<file path="config.mk">
export PLATFORM = sky130hd
export DESIGN_NAME = shc_unit
export DESIGN_NICKNAME = d
export VERILOG_FILES = /design/src/rtl/shc_pkg.sv /design/src/rtl/shc_decode.sv /design/src/rtl/shc_barrel.sv /design/src/rtl/shc_flags.sv /design/src/rtl/shc_unit.sv
export SDC_FILE = /design/constraint.sdc
export NUM_CORES = 1
export LEC_CHECK = 0
export BUFFER_PORTS_ARGS = -buffer_cell sky130_fd_sc_hd__buf_2
export CAP_MARGIN = 20
export CORE_MARGIN = 8
export CORE_UTILIZATION = 60
export CTS_BUF_LIST = sky130_fd_sc_hd__clkbuf_4
export CTS_CLUSTER_SIZE = 12
export DETAILED_ROUTE_END_ITERATION = 12
export PLACE_DENSITY = 0.83
export SYNTH_ARGS = -nofsm -noshare
export SYNTH_HDL_FRONTEND = slang
export SYNTH_SLANG_ARGS = --single-unit
</file>
<file path="constraint.sdc">
create_clock -name clk -period 4 [get_ports clk]
set_input_delay 0.4 -clock clk [delete_from_list [all_inputs] [get_ports clk]]
set_output_delay 0.4 -clock clk [all_outputs]
set_load 0.02 [all_outputs]
</file>
<file path="src/rtl/shc_pkg.sv">
package shc_pkg;
    localparam int DATA_W   = 32;
    localparam int BYTE_W   = 8;
    localparam int SUBOP_LO = 3;

    localparam logic [2:0] SUBOP_LEFT  = 3'd4;
    localparam logic [2:0] SUBOP_RZERO = 3'd5;
    localparam logic [2:0] SUBOP_RSIGN = 3'd7;

    typedef enum logic [1:0] {
        SK_LEFT  = 2'd0,
        SK_RZERO = 2'd1,
        SK_RSIGN = 2'd2,
        SK_NONE  = 2'd3
    } shift_kind_e;

    typedef struct packed {
        logic sf;
        logic zf;
        logic of;
    } shc_flags_t;

    function automatic shift_kind_e subop_to_kind(input logic [2:0] subop);
        case (subop)
            SUBOP_LEFT:  return SK_LEFT;
            SUBOP_RZERO: return SK_RZERO;
            SUBOP_RSIGN: return SK_RSIGN;
            default:     return SK_NONE;
        endcase
    endfunction
endpackage

</file>
<file path="src/rtl/shc_decode.sv">
module shc_decode
    import shc_pkg::*;
(
    input  logic [BYTE_W-1:0] modrm,
    output shift_kind_e       kind,
    output logic              legal
);
    logic unused_modrm_bits;
    assign unused_modrm_bits = ^{modrm[BYTE_W-1:SUBOP_LO+3], modrm[SUBOP_LO-1:0]};

    always_comb begin
        kind  = subop_to_kind(modrm[SUBOP_LO+2:SUBOP_LO]);
        legal = (kind != SK_NONE);
    end
endmodule

</file>
<file path="src/rtl/shc_barrel.sv">
module shc_barrel
    import shc_pkg::*;
#(
    parameter int W = DATA_W,
    localparam int CW = $clog2(W)
) (
    input  logic [W-1:0]  operand,
    input  logic [CW-1:0] amount,
    input  shift_kind_e   kind,
    output logic [W-1:0]  shifted
);
    logic          fill;
    logic [W-1:0]  lstage [0:CW];
    logic [W-1:0]  rstage [0:CW];

    assign fill      = (kind == SK_RSIGN) ? operand[W-1] : 1'b0;
    assign lstage[0] = operand;
    assign rstage[0] = operand;

    for (genvar i = 0; i < CW; i++) begin : g_stage
        localparam int SH = 1 << i;
        assign lstage[i+1] = amount[i] ? {lstage[i][W-1-SH:0], {SH{1'b0}}} : lstage[i];
        assign rstage[i+1] = amount[i] ? {{SH{fill}}, rstage[i][W-1:SH]}   : rstage[i];
    end

    assign shifted = (kind == SK_LEFT) ? lstage[CW] : rstage[CW];
endmodule

</file>
<file path="src/rtl/shc_flags.sv">
module shc_flags
    import shc_pkg::*;
#(
    parameter int W = DATA_W,
    localparam int CW = $clog2(W)
) (
    input  shift_kind_e   kind,
    input  logic [W-1:0]  operand,
    input  logic [W-1:0]  shifted,
    input  logic [CW-1:0] amount,
    input  shc_flags_t    cur,
    output shc_flags_t    nxt
);
    logic by_one;
    assign by_one = (amount == CW'(1));

    always_comb begin
        nxt.zf = (shifted == '0);
        nxt.sf = (kind == SK_RZERO) ? 1'b0 : shifted[W-1];
        nxt.of = cur.of;
        if (by_one) begin
            case (kind)
                SK_LEFT:  nxt.of = operand[W-1] ^ operand[W-2];
                SK_RZERO: nxt.of = operand[W-1];
                SK_RSIGN: nxt.of = 1'b0;
                default:  nxt.of = cur.of;
            endcase
        end
    end
endmodule

</file>
<file path="src/rtl/shc_unit.sv">
module shc_unit
    import shc_pkg::*;
#(
    parameter int W = DATA_W,
    localparam int CW = $clog2(W)
) (
    input  logic              clk,
    input  logic              rst,
    input  logic              in_valid,
    input  logic [W-1:0]      in_operand,
    input  logic [BYTE_W-1:0] in_count,
    input  logic [BYTE_W-1:0] in_modrm,
    output logic [W-1:0]      out_result,
    output logic              out_wr_en,
    output logic              out_sf,
    output logic              out_zf,
    output logic              out_of,
    output logic              out_err
);
    shift_kind_e   kind;
    logic          legal;
    logic [CW-1:0] amount;
    logic [W-1:0]  shifted;
    shc_flags_t    flags_q, flags_d;
    logic [W-1:0]  result_q;
    logic          wr_q, err_q;
    logic          unused_count_hi;

    assign amount          = in_count[CW-1:0];
    assign unused_count_hi = ^in_count[BYTE_W-1:CW];

    shc_decode u_dec (.modrm(in_modrm), .kind(kind), .legal(legal));

    shc_barrel #(.W(W)) u_bar (
        .operand(in_operand), .amount(amount), .kind(kind), .shifted(shifted)
    );

    shc_flags #(.W(W)) u_flg (
        .kind(kind), .operand(in_operand), .shifted(shifted),
        .amount(amount), .cur(flags_q), .nxt(flags_d)
    );

    always_ff @(posedge clk) begin
        if (rst) begin
            result_q <= '0;
            flags_q  <= '0;
            wr_q     <= 1'b0;
            err_q    <= 1'b0;
        end else begin
            wr_q  <= in_valid && legal;
            err_q <= in_valid && !legal;
            if (in_valid && legal) begin
                result_q <= (amount != '0) ? shifted : in_operand;
                if (amount != '0)
                    flags_q <= flags_d;
            end
        end
    end

    assign out_result = result_q;
    assign out_wr_en  = wr_q;
    assign out_err    = err_q;
    assign out_sf     = flags_q.sf;
    assign out_zf     = flags_q.zf;
    assign out_of     = flags_q.of;
endmodule

</file>
==> impl_metrics.py, run 1 <==
metrics = {
    "outcome": {
        "status": "complete, no violations",
    },
    "power": {
        "powerDensity_mw_per_mm2": 228,
        "leakage_nw": 2.43,
        "ir_drop_uv": 163,
    },
    "synth": {
        "synthDominantCellAreaShare_pct": 16.7,
        "synth_edf_count": 0,
        "synthCells": 702,
        "synth_fp_nets": 756,
        "synth-seq-area-share_pct": 12.8,
        "synthTopCellsByArea": "mux4_2 (17%), dfxtp_1 (13%), mux2i_1 (6.6%)",
        "syn_area_per_cell_um2": 8.26,
        "async_flop_share_pct": 0,
        "yosysUniqueCellTypes": 78,
        "netlist_area_mm2": 0.00580,
        "ys_warn_count": 0,
        "yosys.area.top_type": "mux4_2",
        "synthFlopType": "dfxtp_1",
        "synth_seq_cells": 37,
    },
    "die": {
        "start_util_pct": 60.4,
        "fp.coreArea_mm2": 0.00959,
        "die_x_um": 114,
        "core.rowCount": 36,
        "chipHeight_um": 114,
        "die-area_mm2": 0.0131,
        "io_pins": 88,
    },
    "worst_setup_path": {
        "arrival_ns": 3.55,
        "critPathCaptureType": "register",
        "start_kind": "input port",
        "worstPathMaxFanout": 41,
        "critPathRequiredTime_ns": 4.25,
        "crit_type": "in2reg",
    },
    "hold_path": {
        "hold_path_class": "in2reg",
    },
    "timing": {
        "fin_tns_setup_ns": 0,
        "min_period_ns": 3.29,
        "clock_skew_ns": 0,
        "fin_hold_ws_ns": 0.334,
        "grt_setup_unrepaired": "no",
        "tightest_slew_ns": 0.896,
        "fin_crit_sh_pct": 82.4,
        "finalSetupViolCount": 0,
        "hold_violations": 0,
        "drv_slew": 0,
        "slew_headroom_pct": 40.1,
        "fmax_mhz": 304,
    },
    "grt": {
        "grt_max_degree": 49,
        "grt_pass1_wl_um": 32700,
        "gr-usage-all-layers_pct": 31.9,
        "antenna_found_initial": 0,
        "overflow": 0,
        "grt_pass1_vias": 5829,
    },
    "routing": {
        "drt_iter0_drc": 690,
        "drt-total-wl_um": 21100,
        "vias": 6225,
        "dr.pass1.iters": 6,
        "wl_per_cell_um": 23.9,
        "via_per_inst": 7.06,
        "remaining_drc_errors": 0,
        "ant_nets": 0,
    },
    "cts": {
        "postCtsHoldBufs": 0,
        "clock_path_buffers": 2,
        "cts_resized": 0,
        "cts_setup_buffers": 0,
        "clk_latency_ns": 0.34,
        "cts_sinks": 37,
        "clkTransAtPathRegs_ns": 0.11,
        "cts_buffers": 5,
        "h-tree-depth": 2,
        "tritoncts": "yes",
        "cts_root_buffer": "clkbuf_4",
    },
    "layout": {
        "instances_no_fill": 882,
        "drive_gt1_share_pct": 25.9,
        "fin_nets": 802,
        "num_antenna_cells": 0,
        "area_growth_pct": 5.80,
        "fillers": 870,
    },
    "job": {
        "drv_cap": 0,
    },
    "place": {
        "hpwl_um": 16300,
        "routabilityCongestion": 1.04,
        "place_inst": 874,
        "port_buffers": 79,
    },
}
cells in the mapped netlist, types with 6 or more instances:
| library cell | count |
|---|---|
| mux2i_1 | 38 |
| buf_6 | 7 |
| nand4_1 | 6 |
| o21ai_0 | 26 |
| mux2_2 | 20 |
| a22oi_1 | 9 |
| dfxtp_1 | 37 |
| buf_2 | 13 |
| nand2b_1 | 8 |
| o31ai_1 | 6 |
| mux4_1 | 10 |
| a21oi_1 | 52 |
| nand2_1 | 97 |
| o22ai_1 | 15 |
| nor3_1 | 27 |
| o211ai_1 | 15 |
| clkbuf_8 | 9 |
| nor2_1 | 79 |
| mux4_2 | 43 |
| clkbuf_1 | 25 |
| o21a_1 | 6 |
| a211oi_1 | 18 |
| nand3_1 | 19 |
| nor2b_1 | 7 |
power breakdown:
part	total [mW]	internal, mW	switching, mW
sequential	0.398	0.389	0.00904
clock	0.191	0.0737	0.117
combinational	0.811	0.311	0.500
metrics by stage:
step / cell area [um2] / util, % / setup WS, ns / total power, mW
after floorplan: 5800 / - / 1.02 / 0.964
final: 6130 / 63.9 / 0.705 / 1.40
after detailed placement: 6080 / 63.4 / 0.332 / 1.19
after global placement: 6080 / 63.4 / 0.441 / 1.18
after CTS: 6130 / 63.9 / 0.705 / 1.38
after global routing: 6130 / 63.9 / 0.568 / 1.48
registers in the layout, indices dropped and copies added (netlist names):
name	cells
out_of	1
out_zf	1
out_sf	1
out_result	32
out_err	1
out_wr_en	1
cell type report:
| class | instances | area, um2 | area share (%) |
|---|---|---|---|
| clock buffer | 6 | 45.0 | 0.734 |
| inverter | 7 | 26.3 | 0.428 |
| multi-input combinational | 589 | 4520 | 73.6 |
| timing repair buffer | 108 | 628 | 10.2 |
| sequential | 37 | 741 | 12.1 |
| tap | 133 | 166 | 2.71 |
| clock inverter | 2 | 10.0 | 0.163 |
worst max-delay path, cell delays in order:
cell and delay, ns:
buf_4 0.49, mux4_1 0.75, mux2_2 0.36, nand3_1 0.09
and3_1 0.19, nor2b_1 0.24, nand4_1 0.12, or4_1 0.59
o41ai_2 0.31
cells in the final DEF (no fill, tap or decap), types with 6 or more instances in the layout:
cell / instances
o21ai_0: 26
dfxtp_1: 37
nand4_1: 6
nand2b_1: 8
a211oi_1: 18
clkbuf_4: 6
buf_2: 78
nor2_1: 79
nor2b_1: 7
nor3_1: 27
nand3_1: 19
a22oi_1: 9
mux4_1: 10
mux2_2: 20
o31ai_1: 6
nand2_1: 97
a21oi_1: 52
o211ai_1: 15
buf_4: 29
o22ai_1: 15
o21a_1: 6
mux4_2: 43
mux2i_1: 38
routing by layer:
| metal | global-route usage [%] | vias to the layer above | share of wire [%] |
|---|---|---|---|
| met1 | 41.0 | 2925 | 40 |
| li1 | - | 2793 | - |
| met5 | 0 | - | 0 |
| met3 | 6.49 | 68 | 11 |
| met2 | 49.7 | 439 | 45 |
| met4 | 16.3 | 0 | 4.6 |
final timing paths:
| path | start | endpoint | slack, ns | depth (start not counted) |
|---|---|---|---|---|
| worst min register to register | out_result[11] | out_result[11] | 0.46 | 2 |
| worst min-delay path | in_valid | out_err | 0.33 | 2 |
| worst max-delay path | in_count[0] | out_zf | 0.71 | 9 |
| worst max register to register | out_result[3] | out_result[3] | 3.28 | 2 |
logic make-up (layout without fill, tap and decap cells):
family                     Yosys count  in the layout  share of synthesized area [%]
AOI/OAI and AO/OA                  199            199                           23.2
adders and majority gates            3              3                          0.647
buffers and inverters               76            123                           9.56
DFF                                 37             37                           12.8
muxes                              113            113                           32.2
and+or+nand+nor                    274            274                           21.6
Power figures use the tool's default switching activity.
==> run 2, diff against run 1 <==
==> constraint.sdc (replaced) <==
create_clock -name clk -period 3.1 [get_ports clk]
set_input_delay 0.31 -clock clk [delete_from_list [all_inputs] [get_ports clk]]
set_output_delay 0.31 -clock clk [all_outputs]
set_load 0.02 [all_outputs]
==> impl_metrics.py, run 2 (synthesized netlist as in run 1, its figures left out) <==
metrics = {
    "outcome": {
        "status": "complete, no violations",
    },
    "layout": {
        "instances_no_fill": 970,
        "largest_reg_flops": 32,
        "num_antenna_cells": 0,
        "seqCellArea_um2": 741,
        "area_growth_pct": 17.7,
        "final_util_pct": 71.1,
        "fillers": 805,
        "final_common_cell": "buf_4",
        "final_cell_mix": "buf_4 (115), nand2_1 (97), nor2_1 (79)",
        "fin_nets": 891,
        "fin_area_mm2": 0.00683,
        "drive_gt1_share_pct": 33.6,
        "multi_input_area_mm2": 0.00452,
    },
    "timing": {
        "drv_slew": 0,
        "tightest_slew_ns": 0.925,
        "hold_violations": 0,
        "slew_headroom_pct": 38.2,
        "fin_crit_sh_pct": 96.4,
        "fmax_mhz": 335,
        "min_period_ns": 2.99,
        "clock_skew_ns": 0,
        "finalSetupViolCount": 0,
        "grt_setup_unrepaired": "no",
    },
    "worst_setup_path": {
        "critPathCaptureType": "register",
        "crit_top_cell": "buf_4",
        "arrival_ns": 3.27,
        "slowest_delay_ns": 0.56,
        "cp_cell_sequence": "buf_4 > buf_4 > mux4_2 > nand2_1 > o21ai_0 > mux2_2 > a221oi_1 > nor4b_2 > nand4_1 > o41ai_2",
        "start_kind": "input port",
        "crit_type": "in2reg",
        "critical_path.slowest_cell": "mux4_2",
        "worstPathMaxFanout": 24,
        "critPathRequiredTime_ns": 3.38,
    },
    "routing": {
        "drt_iter0_drc": 884,
        "dr.pass1.iters": 5,
        "vias": 6631,
        "remaining_drc_errors": 0,
        "via_per_inst": 6.84,
        "wl_per_cell_um": 23.1,
        "ant_nets": 0,
        "drt-total-wl_um": 22400,
    },
    "die": {
        "die_x_um": 114,
        "chipHeight_um": 114,
        "fp.coreArea_mm2": 0.00959,
        "die-area_mm2": 0.0131,
        "io_pins": 88,
        "start_util_pct": 60.4,
        "core.rowCount": 36,
    },
    "cts": {
        "cts_buffers": 5,
        "h-tree-depth": 2,
        "cts_sinks": 37,
        "tritoncts": "yes",
        "clk_latency_ns": 0.35,
        "clkTransAtPathRegs_ns": 0.11,
        "cts_root_buffer": "clkbuf_4",
        "clock_path_buffers": 2,
    },
    "grt": {
        "antenna_found_initial": 0,
        "gr-usage-all-layers_pct": 34.3,
        "grt_pass1_vias": 6329,
        "grt_pass1_wl_um": 35300,
        "overflow": 0,
        "grt_max_degree": 39,
    },
    "place": {
        "port_buffers": 79,
        "hpwl_um": 17800,
        "place_area_mm2": 0.00677,
        "routabilityCongestion": 1.04,
        "place_inst": 963,
    },
    "power": {
        "leakage_nw": 2.87,
        "powerDensity_mw_per_mm2": 290,
        "ir_drop_uv": 267,
    },
    "hold_path": {
        "hold_path_class": "in2reg",
    },
    "job": {
        "drv_cap": 0,
    },
}
-- run 2: per-stage QoR --
step	setup WS (ns)	hold WS (ns)	TNS (ns)	total power, mW
global placement	-0.180	0.438	-0.180	1.68
global route	0.0437	0.227	0	2.08
detailed placement	-0.215	0.445	-0.215	1.71
floorplan	0.207	0.475	0	1.24
CTS	0.157	0.227	0	1.95
finish	0.111	0.228	0	1.98
-- run 2: cell type report --
type                    instances  area share, %
repair buffers                197           19.4
flip-flops and latches         37           10.9
well taps                     133           2.44
multi-input cells             589           66.2
clock buffers                   6          0.660
clock inverters                 1         0.0550
inverters                       7          0.385
-- run 2: final timing paths --
check	start	to	slack, ns	cells after the start
max	in_count[0]	out_zf	0.11	10
min	in_valid	out_err	0.23	2
max reg2reg	out_result[3]	out_result[3]	2.32	2
min reg2reg	out_result[19]	out_result[19]	0.46	2
-- run 2: metal layers --
| layer | track usage [%] | vias to the layer above | share of wire, % |
|---|---|---|---|
| met4 | 16.7 | 0 | 4.7 |
| li1 | - | 2982 | - |
| met2 | 56.5 | 449 | 47 |
| met5 | 0 | - | 0 |
| met1 | 42.7 | 3137 | 39 |
| met3 | 5.70 | 63 | 9.6 |
-- run 2: report_power, final --
part           total (mW)  leakage, nW  internal, mW  switching (mW)
clock               0.247       0.0292        0.0910           0.156
sequential          0.514        0.302         0.501          0.0121
combinational        1.22         2.54         0.533           0.685
total                1.98         2.87          1.13           0.854
-- run 2: worst max-delay path: cells and delay by family --
| kind | cells | cell delay [ns] |
|---|---|---|
| multiplexers | 2 | 0.93 |
| buffers and inverters | 2 | 0.59 |
| AO/OA/AOI/OAI | 3 | 0.88 |
| AND/OR/NAND/NOR | 3 | 0.54 |
-- run 2: timing repair --
item | in CTS | in global routing
endpoints found under the hold margin | 0 | 0
setup endpoints to repair | 0 | 1
gates resized for setup | 0 | 1
hold buffers | 0 | 0
setup buffers | 0 | 0
